--- config.mk ---
export PLATFORM = sky130hd
export DESIGN_NAME = gcr_rd_framer
export DESIGN_NICKNAME = d
export VERILOG_FILES = /design/src/rtl/gcr_rd_pkg.sv /design/src/rtl/gcr_cell_timer.sv /design/src/rtl/gcr_sync_framer.sv /design/src/rtl/gcr_byte_port.sv /design/src/rtl/gcr_rd_framer.sv
export SDC_FILE = /design/constraint.sdc
export NUM_CORES = 1
export LEC_CHECK = 0
export ABC_AREA = 1
export BUFFER_PORTS_ARGS = -buffer_cell sky130_fd_sc_hd__clkbuf_2
export CAP_MARGIN = 20
export CELL_PAD_IN_SITES_DETAIL_PLACEMENT = 1
export CELL_PAD_IN_SITES_GLOBAL_PLACEMENT = 1
export CORE_ASPECT_RATIO = 1.2
export CORE_MARGIN = 10
export CORE_UTILIZATION = 48
export CTS_CLUSTER_SIZE = 10
export DETAILED_ROUTE_END_ITERATION = 12
export MAX_ROUTING_LAYER = met4
export PLACE_DENSITY = 0.94
export SYNTH_ARGS = -nofsm -noshare
export SYNTH_HDL_FRONTEND = slang
export SYNTH_SLANG_ARGS = --single-unit
--- constraint.sdc ---
create_clock -name clk_i -period 2.8 [get_ports clk_i]
set_input_delay 0.28 -clock clk_i [delete_from_list [all_inputs] [get_ports clk_i]]
set_output_delay 0.28 -clock clk_i [all_outputs]
set_load 0.1 [all_outputs]
--- src/rtl/gcr_rd_pkg.sv ---
package gcr_rd_pkg;
  typedef logic [1:0] zone_t;

  // cell length in reference cycles; qcyc = reference cycles per 0.25 us
  function automatic int unsigned cell_cycles(int unsigned qcyc, zone_t z);
    return qcyc * (16 - int'(z));
  endfunction
endpackage

--- src/rtl/gcr_cell_timer.sv ---
module gcr_cell_timer
  import gcr_rd_pkg::*;
#(
  parameter int unsigned QCYC = 4,
  parameter int unsigned CW   = $clog2(QCYC * 16 + 1)
) (
  input  logic          clk_i,
  input  logic          rst_ni,
  input  zone_t         zone_i,
  output logic          stb_o,
  output logic [CW-1:0] half_o
);
  zone_t         zone_q;
  logic [CW-1:0] cnt_q;

  always_ff @(posedge clk_i or negedge rst_ni) begin
    if (!rst_ni) begin
      zone_q <= '0;
      cnt_q  <= CW'(cell_cycles(QCYC, 2'd0) - 1);
    end else if (zone_i != zone_q) begin
      zone_q <= zone_i;
      cnt_q  <= CW'(cell_cycles(QCYC, zone_i) - 1);
    end else if (cnt_q == '0) begin
      cnt_q  <= CW'(cell_cycles(QCYC, zone_q) - 1);
    end else begin
      cnt_q  <= cnt_q - 1'b1;
    end
  end

  assign stb_o  = (cnt_q == '0) && (zone_i == zone_q);
  assign half_o = CW'(cell_cycles(QCYC, zone_q) >> 1);
endmodule

--- src/rtl/gcr_sync_framer.sv ---
module gcr_sync_framer #(
  parameter int unsigned RUN = 10,
  parameter int unsigned OW  = $clog2(RUN + 1)
) (
  input  logic       clk_i,
  input  logic       rst_ni,
  input  logic       stb_i,
  input  logic       data_i,
  output logic       sync_o,
  output logic       done_o,
  output logic [7:0] byte_o
);
  logic [OW-1:0] ones_q;
  logic          sync_q;
  logic [2:0]    bcnt_q;
  logic [6:0]    sh_q;
  logic          hit;

  assign hit = data_i && (ones_q >= OW'(RUN - 1));

  always_ff @(posedge clk_i or negedge rst_ni) begin
    if (!rst_ni) begin
      ones_q <= '0;
      sync_q <= 1'b0;
      bcnt_q <= '0;
      sh_q   <= '0;
    end else if (stb_i) begin
      if (!data_i)                   ones_q <= '0;
      else if (ones_q != OW'(RUN))   ones_q <= ones_q + 1'b1;

      if (hit) begin
        sync_q <= 1'b1;
        bcnt_q <= '0;               // counter parked inside sync
      end else if (sync_q) begin
        sync_q <= 1'b0;             // this zero opens a new byte
        sh_q   <= {sh_q[5:0], 1'b0};
        bcnt_q <= 3'd1;
      end else begin
        sh_q   <= {sh_q[5:0], data_i};
        bcnt_q <= bcnt_q + 1'b1;
      end
    end
  end

  assign sync_o = sync_q;
  assign done_o = stb_i && !hit && !sync_q && (bcnt_q == 3'd7);
  assign byte_o = {sh_q, data_i};
endmodule

--- src/rtl/gcr_byte_port.sv ---
module gcr_byte_port #(
  parameter int unsigned CW = 7
) (
  input  logic          clk_i,
  input  logic          rst_ni,
  input  logic          done_i,
  input  logic [7:0]    byte_i,
  input  logic [CW-1:0] half_i,
  input  logic          hs_mode_i,
  input  logic          acc_i,
  input  logic          acc_data_i,
  output logic          rdy_o,
  output logic [7:0]    latch_o
);
  logic          rdy_q;
  logic [7:0]    latch_q;
  logic [CW-1:0] pcnt_q;

  always_ff @(posedge clk_i or negedge rst_ni) begin
    if (!rst_ni) begin
      rdy_q   <= 1'b0;
      latch_q <= '0;
      pcnt_q  <= '0;
    end else if (done_i) begin
      rdy_q   <= 1'b1;
      latch_q <= byte_i;
      pcnt_q  <= half_i - 1'b1;
    end else if (acc_i) begin
      rdy_q   <= 1'b0;
      if (acc_data_i) latch_q <= '0;
    end else if (rdy_q && !hs_mode_i) begin
      if (pcnt_q == '0) rdy_q  <= 1'b0;
      else              pcnt_q <= pcnt_q - 1'b1;
    end
  end

  assign rdy_o   = rdy_q;
  assign latch_o = latch_q;
endmodule

--- src/rtl/gcr_rd_framer.sv ---
module gcr_rd_framer
  import gcr_rd_pkg::*;
#(
  parameter int unsigned QCYC     = 4,
  parameter int unsigned SYNC_RUN = 10
) (
  input  logic       clk_i,
  input  logic       rst_ni,
  input  logic [1:0] zone_i,
  input  logic       data_i,
  input  logic       hs_mode_i,
  input  logic       acc_i,
  input  logic       acc_data_i,
  output logic       cell_stb_o,
  output logic       sync_n_o,
  output logic       brdy_n_o,
  output logic [7:0] byte_o
);
  localparam int unsigned CW = $clog2(QCYC * 16 + 1);

  logic          stb;
  logic [CW-1:0] half;
  logic          sync;
  logic          done;
  logic [7:0]    asm_byte;
  logic          rdy;

  gcr_cell_timer #(.QCYC(QCYC), .CW(CW)) u_timer (
    .clk_i  (clk_i),
    .rst_ni (rst_ni),
    .zone_i (zone_t'(zone_i)),
    .stb_o  (stb),
    .half_o (half)
  );

  gcr_sync_framer #(.RUN(SYNC_RUN)) u_framer (
    .clk_i  (clk_i),
    .rst_ni (rst_ni),
    .stb_i  (stb),
    .data_i (data_i),
    .sync_o (sync),
    .done_o (done),
    .byte_o (asm_byte)
  );

  gcr_byte_port #(.CW(CW)) u_port (
    .clk_i      (clk_i),
    .rst_ni     (rst_ni),
    .done_i     (done),
    .byte_i     (asm_byte),
    .half_i     (half),
    .hs_mode_i  (hs_mode_i),
    .acc_i      (acc_i),
    .acc_data_i (acc_data_i),
    .rdy_o      (rdy),
    .latch_o    (byte_o)
  );

  assign cell_stb_o = stb;
  assign sync_n_o   = ~sync;
  assign brdy_n_o   = ~rdy;
endmodule

; Word-level counts from Yosys, hierarchy flattened
; Index checks and enable logic that the tools add are counted.
[word_totals]
regBits = 40
out_inout_bits = 11
elab_cells = 69
[classes]
addsub = 9
magnitude_cmp = 1
eq_ne = 7
n_mux = 19
bitwise_logic = 3
n_reduce_logical = 21
[ops]
columns = op, count
row1 = 7-bit two-way mux, 6
row2 = "7-bit by 1-bit subtractor with 7-bit output, second input constant", 5
row3 = 8-bit two-way mux, 3
row4 = 7-bit logical NOT, 2
row5 = 4-bit two-way mux, 2
row6 = 2-bit AND reduction, 4
row7 = 1-bit logical AND, 6
row8 = 1-bit two-way mux, 6
row9 = 3-bit two-way mux, 2
row10 = 2-bit nonzero test, 3
row11 = 3-bit nonzero test, 2
row12 = "5-bit by 2-bit subtractor with 6-bit output, first input constant", 1
row13 = "5-bit by 2-bit subtractor with 5-bit output, first input constant", 1
row14 = "4-bit by 1-bit adder with 4-bit output, second input constant", 1
row15 = "4-bit >= comparator, second input constant", 1
row16 = "2-bit by 1-bit inequality test with 1-bit output, second input constant", 2
row17 = "4-bit inequality test, second input constant", 1
row18 = "3-bit by 1-bit adder with 3-bit output, second input constant", 1
row19 = "3-bit equality test, second input constant", 1
row20 = 1-bit logical NOT, 3
row21 = 1-bit inverter, 3
row22 = 3-bit AND reduction, 1
row23 = 2-bit equality test, 1
row24 = 2-bit inequality test, 1
row25 = "2-bit inequality test, second input constant", 1

; Logic depth before layout (Yosys ltp)
; Gate-level depths: netlist of run 1.
[logic_depth]
word_depth = 8
mapped_depth = 11

; Cells and area by module
; A second synthesis of run 1 with hierarchy kept.
[unflattened]
hier_cells = 334
hier_area_um2 = 2471.1
[by_module_without_submodules]
columns = module, instances, cells_per_inst, area_each_um2, seq_area_each_um2
row1 = gcr_byte_port, 1, 132, 933.4, 400.4
row2 = gcr_sync_framer, 1, 96, 799.5, 375.4
row3 = gcr_cell_timer, 1, 104, 730.7, 232.7
row4 = gcr_rd_framer, 1, 2, 7.5, 0.0

; Worst setup path before layout of run 1
; No wires, ideal clock.
[synth_timing]
path_type = reg2reg
from = reg u_timer.cnt_q[0]
to = reg u_port.latch_q[4] (netlist: u_port.latch_o[4])
setup_time_ns = 0.123
t_arrival_ns = 1.796
t_required_ns = 2.677
slack_ns = 0.880
stages_incl_launch_ff = 11
path_buffers = 1
cell_sequence = dfstp_2 inv_1 ha_1 inv_2 nor2_2 nand3_4 nor2_8 nand4_4 buf_6 nand3_1 o21ai_2
[synth_between]
elab_chain_cells = 7
word_cells_on_any_way = 9
cone_classes = mux: 1 / reduce/logical: 8
[synth_rtl]
columns = item, line_no
row1 = "start, declared", gcr_cell_timer.sv:14  ; logic [CW-1:0] cnt_q;
row2 = "start signal, assigned", gcr_cell_timer.sv:19  ; cnt_q <= CW'(cell_cycles(QCYC, 2'd0) - 1);
row3 = "start signal, assigned", gcr_cell_timer.sv:22  ; cnt_q <= CW'(cell_cycles(QCYC, zone_i) - 1);
row4 = "start signal, assigned", gcr_cell_timer.sv:24  ; cnt_q <= CW'(cell_cycles(QCYC, zone_q) - 1);
row5 = 7-bit logical NOT *, gcr_cell_timer.sv:30  ; assign stb_o = (cnt_q == '0) && (zone_i == zone_q);
row6 = 1-bit logical AND *, gcr_cell_timer.sv:30
row7 = named net cell_stb_o, gcr_rd_framer.sv:14  ; output logic cell_stb_o,
row8 = 1-bit logical AND * (3 in series), gcr_sync_framer.sv:46  ; assign done_o = stb_i && !hit && !sync_q && (bcnt_q == 3'd7);
row9 = 2-bit nonzero test (no source line), --
row10 = 2-bit AND reduction (no source line), --
row11 = "end signal, assigned", gcr_byte_port.sv:26  ; latch_q <= byte_i;
row12 = "end, declared", gcr_byte_port.sv:16  ; logic [7:0] latch_q;
; The timed path passes the listed nets; every way through them passes the cells marked *.
; A chain may end at the register's enable or synchronous reset.

; Worst setup path after layout of run 1
[layout_timing]
from = reg u_timer.cnt_q[0]
to = out cell_stb_o
[layout_between]
elab_chain_cells = 2
[layout_rtl]
columns = item, line_no
row1 = 7-bit logical NOT, gcr_cell_timer.sv:30
row2 = 1-bit logical AND, gcr_cell_timer.sv:30
row3 = "end, declared", gcr_rd_framer.sv:14
; Every way passes these cells.

==> results of run 1 <==
-- cells by family after synthesis --
logic type,Yosys count,share of synthesized area (%)
simple gates,97,22.7
fa+ha+maj,12,7.07
xor+xnor,13,5.36
buf+inv,37,7.66
compound gates,34,9.72
flops,40,47.5
-- metrics by stage --
step / power, mW / utilization [%] / area [µm²] / setup WS [ns] / instances
2_1_floorplan: 0.658 / - / 2120 / 0.880 / 233
3_3_place_gp: 0.684 / 52.5 / 2240 / 0.970 / 301
3_5_place_dp: 0.690 / 52.5 / 2240 / 0.778 / 301
4_1_cts: 1.19 / 55.4 / 2360 / 0.529 / 309
5_1_grt: 1.22 / 55.4 / 2360 / 0.465 / 309
6_report: 1.18 / 55.4 / 2360 / 0.560 / 309
-- power breakdown --
group / switching [mW] / internal, mW / total (mW)
Combinational: 0.0513 / 0.0238 / 0.0751
Clock: 0.212 / 0.291 / 0.504
Sequential: 0.0102 / 0.593 / 0.604
-- registers in the layout, summed over array words and instances (netlist names), 2 cells and up --
register         count
u_port.latch_o       8
u_framer.ones_q      4
u_port.pcnt_q        7
u_timer.cnt_q        7
u_timer.zone_q       2
u_framer.bcnt_q      3
u_framer.sh_q        7
-- cell type report --
cell class | count | area (µm²) | area share, %
Tap cell | 56 | 70.1 | 2.97
Inverter | 31 | 116 | 4.93
Timing Repair Buffer | 18 | 90.1 | 3.82
Clock inverter | 2 | 38.8 | 1.64
Clock buffer | 6 | 82.6 | 3.50
Sequential cell | 40 | 1010 | 42.7
Multi-Input combinational cell | 156 | 953 | 40.4
-- placed cells by master (no fill, tap or decap), drive strengths merged --
cell type	Yosys	final
nand2	48	48
dfrtp	34	34
inv	30	30
nand3	25	25
clkbuf	2	24
o21ai	22	22
nor2	19	19
ha	12	12
xnor2	7	7
xor2	6	6
dfstp	6	6
a21oi	5	5
o31ai	3	3
clkinv	1	2
nor3	1	1
o211ai	1	1
o221ai	1	1
a31oi	1	1
nand3b	1	1
nor3b	1	1
o21bai	1	1
nand4	1	1
or2	1	1
bufinv	0	1
-- worst register-to-register path, delay by kind of cell (launching register included) --
kind	cells	cell delay, ns
and+or+nand+nor	7	1.02
DFF	1	0.37
buffers and inverters	3	0.26
adders and majority gates	1	0.26
-- worst paths after layout --
| kind | startpoint | end | slack, ns | depth (start not counted) |
|---|---|---|---|---|
| min reg2reg | u_timer.cnt_q[0] | u_timer.cnt_q[0] | 0.46 | 1 |
| max | u_timer.cnt_q[0] | cell_stb_o | 0.56 | 7 |
| max in group asynchronous | rst_ni | u_timer.zone_q[0] | 2.05 | 1 |
| max reg2reg | u_timer.cnt_q[0] | u_port.pcnt_q[2] | 0.79 | 11 |
| min | rst_ni | u_timer.zone_q[1] | 0.13 | 1 |
| min in group clk_i | zone_i[1] | u_timer.zone_q[1] | 0.13 | 1 |
-- layer usage --
metal  up-vias  global-route usage [%]
met3         8                    3.09
met4         0                    5.20
li1        786                       -
met1       804                    14.9
met5         -                       -
met2        11                    26.1
==> metrics.cfg, run 1 <==
[route]
vias=1609
dr_wl_met3_um=86
wl_met1_mm=1.96
first_pass_iters=4
viasPerCell=5.21
drt_iter0_drc=53
top_layer_used=met4
wire_per_inst_um=15.8
ant_nets=0
met2_length_mm=2.76
drcViolationCount=0
routed_wl_mm=4.88

[cts]
cts_max_level=2
cts.sinks=40
ctsResizeCount=0
path_clk_slew_ns=0.08
clock_path_buffers=2
cts_setup_buffers=0
cts_buffers=5
cts_root_buffer=clkbuf_8
clkLatencyLatePin_ns=0.30
hold_buffers=0
cts_tree=done

[sta]
skew_ns=0.0119
setup_violations=0
slew_violations=0
hold_viol_final=0
timing.fmax_mhz=446
worst_pin_slew_ns=0.996
slew_headroom_pct=33.6
fin_setup_tns_ns=0
min_period_over_period_pct=80.0
hold_ws_ns=0.125
rsz0062_at_grt=false
period_needed_ns=2.24

[critical_path]
slowest_stage=clkbuf_2
critPathBufInv=3
worstPathRequired_ns=2.52
path_class=flop to output port
slowest_delay_ns=0.48
critPathArrivalTime_ns=1.96
endpoint_kind=output port
crit_path_max_fanout=5
worstPathCellList=inv_1 > ha_1 > inv_2 > nor2_2 > nand3_4 > nor2_8 > clkbuf_2
path_delay_family=buffers and inverters
cp-start-kind=flop

[finish]
drive_above_1_share_pct=19.8
num-fill-cells=508
layout.nets=272
syn_to_final_growth_pct=11.1
antenna_cells=0

[placed_design]
hpwl_mm=3.59
globalplace.congestion=0.812
portBuffers=18

[logic_synthesis]
synth_most_common_cell=nand2_1
syn_nets=253
yosysSeqAreaShare_pct=47.5
synthCells=233
synthArstFlopShare_pct=100
synth_warnings=0
synth_edf_count=0
synth_area_mm2=0.00212
synth_ff_type=dfrtp_1
synth_seq_cells=40
netlist.area_leader.share_pct=40.0
synth_cell_types=34
synth_area_leader_cell=dfrtp_1
synth_area_leaders=dfrtp_1, nand2_1, dfstp_2
synth_common_cells=nand2_1, dfrtp_1, inv_1, nand3_1, nor2_1
avgSynthCellArea_um2=9.12

[floorplanning]
die_h_um=92.9
io_pins=19
core_area_mm2=0.00426
row_count=26
die_x_um=80.7
initial_utilization_pct=49.9
die-area_mm2=0.00750

[outcome]
status=completed

[pwr]
ir_drop_mv=0.376
leakagePower_nw=1.22
power_density_mw_per_mm2=501

[global_routing]
grt_max_degree=41
grt_pass1_wl_mm=8.37
grtUsageTotal_pct=14.5
grt_antenna_before_repair=0
grt_pass1_vias=1774
overflow=0

[worst_hold_path]
hp-class=input pin to asynchronous set/reset pin

[job]
drv_cap=0

Note: power is estimated with default switching activity, not from simulation.
==> run 2, diff against run 1 <==
--- a/config.mk
+++ b/config.mk
@@ -12,11 +12,11 @@
 export CELL_PAD_IN_SITES_GLOBAL_PLACEMENT = 1
 export CORE_ASPECT_RATIO = 1.2
 export CORE_MARGIN = 10
-export CORE_UTILIZATION = 48
+export CORE_UTILIZATION = 45
 export CTS_CLUSTER_SIZE = 10
 export DETAILED_ROUTE_END_ITERATION = 12
 export MAX_ROUTING_LAYER = met4
-export PLACE_DENSITY = 0.94
+export PLACE_DENSITY = 0.89
 export SYNTH_ARGS = -nofsm -noshare
 export SYNTH_HDL_FRONTEND = slang
 export SYNTH_SLANG_ARGS = --single-unit
==> constraint.sdc (replaced) <==
create_clock -name clk_i -period 2.25 [get_ports clk_i]
set_input_delay 0.225 -clock clk_i [delete_from_list [all_inputs] [get_ports clk_i]]
set_output_delay 0.225 -clock clk_i [all_outputs]
set_load 0.1 [all_outputs]
==> metrics.cfg, run 2 (synthesis gave the netlist of run 1 again) <==
[outcome]
status=completed

[global_routing]
grtUsageTotal_pct=13.1
grt_pass1_wl_mm=7.85
grt_max_degree=41
overflow=0
grt_antenna_before_repair=0
grt_pass1_vias=1720

[pwr]
fin_total_pwr_mw=1.30
intPower_mw=0.980
comb_power_share_pct=7.3
ir_drop_mv=0.635
leakagePower_nw=1.20
p_clk_share_pct=35.0
seqPwrFrac_pct=57.7
p_sw_mw=0.321
p_sw_share_pct=24.7
power_density_mw_per_mm2=556

[sta]
skew_ns=0.00727
period_needed_ns=2.03
setup_violations=0
slew_headroom_pct=63.2
timing.fmax_mhz=492
hold_viol_final=0
slew_violations=0
rsz0062_at_grt=false
worst_pin_slew_ns=0.554
min_period_over_period_pct=90.4
fin_setup_tns_ns=0

[placed_design]
placed_area_mm2=0.00225
globalplace.congestion=0.801
portBuffers=18
hpwl_mm=3.50
dp_cells=304

[critical_path]
path_class=flop to output port
rr_worst_depth=11
worstPathRequired_ns=2.03
r2r_end=u_port.pcnt_q[2]
crit_path_max_fanout=5
r2r_slack_ns=0.28
cp-start-kind=flop
critPathArrivalTime_ns=1.81
rr_startpoint=u_timer.cnt_q[0]
endpoint_kind=output port

[finish]
layout.nets=274
final_cell_mix=nand2_1, dfrtp_1, inv_1, nand3_1, clkbuf_2
drive_above_1_share_pct=19.7
stdcell_count=312
utilization_pct=51.0
final_common_cell=nand2_1
postLayoutCellArea_mm2=0.00234
largest_reg_flops=8
antenna_cells=0
syn_to_final_growth_pct=10.2

[cts]
cts_max_level=2
cts_setup_buffers=0
clkLatencyLatePin_ns=0.29
cts.sinks=40
cts_root_buffer=clkbuf_8
path_clk_slew_ns=0.08
cts_buffers=5
clock_path_buffers=2
cts_tree=done

[route]
first_pass_iters=3
drcViolationCount=0
drt_iter0_drc=73
ant_nets=0
vias=1592
routed_wl_mm=4.58
wire_per_inst_um=14.7
viasPerCell=5.10

[floorplanning]
initial_utilization_pct=46.2
row_count=27
die_h_um=95.3
io_pins=19
core_area_mm2=0.00459
die_x_um=82.7
die-area_mm2=0.00788

[worst_hold_path]
holdCritStartpoint=zone_i[1]
hp-class=input pin to flop
holdPathEnd=u_timer.zone_q[1]
min_path_cells=1

[job]
drv_cap=0

==> run 2: worst max-delay path by stage <==
stage	cells past startpoint	endpoint	slack, ns	from
CTS	7	cell_stb_o	0.06	u_timer.cnt_q[0]
floorplan	10	u_port.latch_o[4]	0.33	u_timer.cnt_q[0]
detailed placement	11	u_port.pcnt_q[2]	0.32	u_timer.cnt_q[0]
global route	11	u_port.pcnt_q[2]	0.1	u_timer.cnt_q[0]
finish	7	cell_stb_o	0.22	u_timer.cnt_q[0]
global placement	11	u_port.pcnt_q[2]	0.43	u_timer.cnt_q[0]
==> run 2: layout make-up <==
type,count,area (µm²)
Tap cell,58,72.6
Timing Repair Buffer,20,110
Multi-Input combinational cell,156,953
Fill cell,564,2250
Inverter,31,116
Sequential cell,40,1010
Clock inverter,2,12.5
Clock buffer,5,68.8
==> run 2: per-layer routing <==
metal	up-vias	GRT usage [%]	share of wire, %
met3	7	3.11	2.8
met2	14	23.8	56
met4	0	3.63	1.3
li1	788	-	-
met1	783	13.6	40
met5	-	-	0
==> run 2: power by group through the flow <==
stage / combinational, mW / clock [mW] / sequential [mW]
after CTS: 0.0981 / 0.466 / 0.751
final: 0.0950 / 0.455 / 0.751
after detailed placement: 0.0953 / 0 / 0.764
after floorplan: 0.0591 / 0 / 0.760
after global routing: 0.106 / 0.498 / 0.753
after global placement: 0.0910 / 0 / 0.763
==> run 2: through the flow <==
stage / hold slack (ns) / setup WS [ns]
5_1_grt: 0.100 / 0.0986
6_report: 0.107 / 0.216
2_1_floorplan: -0.0706 / 0.330
3_3_place_gp: 0.316 / 0.428
3_5_place_dp: 0.321 / 0.323
4_1_cts: 0.101 / 0.0589
==> run 2: critical path, stage by stage (launching register included) <==
cell and delay (ns):
dfstp_2 0.37, inv_1 0.08, ha_1 0.26, inv_2 0.05
nor2_2 0.12, nand3_4 0.12, nor2_8 0.16, clkbuf_4 0.35
==> run 2: what timing repair did <==
action,CTS,global route
hold buffers,1,0
gates resized for setup,0,2
endpoints found under the hold margin,3,0
endpoints found under the setup margin,0,1
==> run 3, diff against run 2 <==
--- a/config.mk
+++ b/config.mk
@@ -16,7 +16,8 @@
 export CTS_CLUSTER_SIZE = 10
 export DETAILED_ROUTE_END_ITERATION = 12
 export MAX_ROUTING_LAYER = met4
-export PLACE_DENSITY = 0.89
+export PLACE_DENSITY_LB_ADDON = 0.15
+export SKIP_CTS_REPAIR_TIMING = 1
 export SYNTH_ARGS = -nofsm -noshare
 export SYNTH_HDL_FRONTEND = slang
 export SYNTH_SLANG_ARGS = --single-unit
==> constraint.sdc (replaced) <==
create_clock -name clk_i -period 2.25 [get_ports clk_i]
set_input_delay 0.5625 -clock clk_i [delete_from_list [all_inputs] [get_ports clk_i]]
set_output_delay 0.5625 -clock clk_i [all_outputs]
set_load 0.1 [all_outputs]
==> metrics.cfg, run 3 (synthesis gave the netlist of run 1 again) <==
[global_routing]
grt_antenna_before_repair=0
grt_max_degree=41
grt_pass1_vias=1633
grtUsageTotal_pct=12.6
overflow=0
grt_pass1_wl_mm=7.60

[sta]
rsz0062_at_grt=false
slew_violations=0
slew_headroom_pct=63.7
setup_violations=0
period_needed_ns=2.16
hold_ws_ns=0.318
worst_pin_slew_ns=0.547
min_period_over_period_pct=95.9
fin_setup_tns_ns=0
skew_ns=0.00541
hold_viol_final=0
timing.fmax_mhz=464

[pwr]
leakagePower_nw=1.22
ir_drop_mv=0.365
p_sw_mw=0.340
power_density_mw_per_mm2=603
comb_power_share_pct=6.3
fin_total_pwr_mw=1.44
seqPwrFrac_pct=52.2
p_sw_share_pct=23.7
p_clk_share_pct=41.5
intPower_mw=1.10

[finish]
multiInputGateArea_um2=956
antenna_cells=0
layout.nets=274
seqCellArea_mm2=0.00101
final_cell_mix=nand2_1, dfrtp_1, inv_1, nand3_1, clkbuf_2
syn_to_final_growth_pct=12.2
final_common_cell=nand2_1
num-fill-cells=568
largest_reg_flops=8
drive_above_1_share_pct=20.8

[critical_path]
rr_startpoint=u_timer.cnt_q[0]
worstPathRequired_ns=1.69
r2r_slack_ns=0.40
crit_path_start=u_timer.cnt_q[0]
path_class=flop to output port
endpoint_kind=output port
cp-start-kind=flop
critPathArrivalTime_ns=1.59
crit_path_max_fanout=5

[route]
drt_iter0_drc=66
ant_nets=0
first_pass_iters=5
vias=1572
viasPerCell=5.02
routed_wl_mm=4.28
drcViolationCount=0
wire_per_inst_um=13.7

[worst_hold_path]
hp-class=input pin to asynchronous set/reset pin

[floorplanning]
row_count=27
initial_utilization_pct=46.2
io_pins=19
die_x_um=82.7
die-area_mm2=0.00788
die_h_um=95.3
core_area_mm2=0.00459

[cts]
clock_path_buffers=2
cts.sinks=40
cts_max_level=2
cts_buffers=5
path_clk_slew_ns=0.08
cts_root_buffer=clkbuf_8
cts_tree=done
clkLatencyLatePin_ns=0.30

[job]
drv_cap=0

[placed_design]
portBuffers=18
globalplace.congestion=0.734
hpwl_mm=3.15

[outcome]
status=completed

## run 3: cell types whose count changed in the layout (fill, tap and decap cells not counted), sizes merged
| cell | delta |
|---|---|
| bufinv | +1 |
| dlygate4sd3 | -1 |
| clkbuf | -1 |
| buf | +2 |
## run 3: per-stage QoR
step	area [µm²]	worst slack [ns]	cells	util, %
floorplan	2120	0.330	233	-
global placement	2270	0.343	305	49.4
detailed placement	2270	0.269	305	49.4
CTS	2380	0.00438	313	51.9
global route	2380	0.00806	313	51.9
finish	2380	0.0927	313	51.9
## run 3: critical path, stage by stage, from the launching register on
cell and delay (ns):
dfstp_2 0.38, inv_1 0.07, ha_2 0.22, inv_2 0.04
nor2_2 0.11, nand3_4 0.12, nor2_8 0.16, buf_12 0.19
## run 3: worst paths after layout
kind | endpoint | depth (start not counted)
hold / removal | u_port.pcnt_q[3] | 2
min in group clk_i | u_timer.zone_q[1] | 1
max in group asynchronous | u_timer.cnt_q[3] | 2
hold reg to reg | u_timer.cnt_q[0] | 1
setup reg to reg | u_port.latch_o[5] | 9
setup / recovery | cell_stb_o | 7
## run 3: metal layers
metal  GRT usage, %  vias to the layer above  routed length, µm  part of all wire, %
li1               -                      792                  -                    -
met1           14.8                      754               1870                   44
met2           20.2                       19               2130                   50
met3           3.30                        7                216                  5.0
met4           4.61                        0                 66                  1.5
met5              -                        -                  0                    0
## run 3: power by group through the flow
| stage | sequential, mW | clock, mW | combinational, mW |
|---|---|---|---|
| 2_1_floorplan | 0.760 | 0 | 0.0591 |
| 3_3_place_gp | 0.763 | 0 | 0.0922 |
| 3_5_place_dp | 0.764 | 0 | 0.0939 |
| 4_1_cts | 0.750 | 0.615 | 0.0942 |
| 5_1_grt | 0.753 | 0.647 | 0.106 |
| 6_report | 0.750 | 0.597 | 0.0907 |
## run 3: layout make-up
class,instances,share of cell area [%]
clock inverter,3,1.78
inverter,31,4.88
sequential,40,42.3
multi-input combinational,156,40.1
tap,58,3.04
timing repair buffer,20,5.04
clock buffer,5,2.89
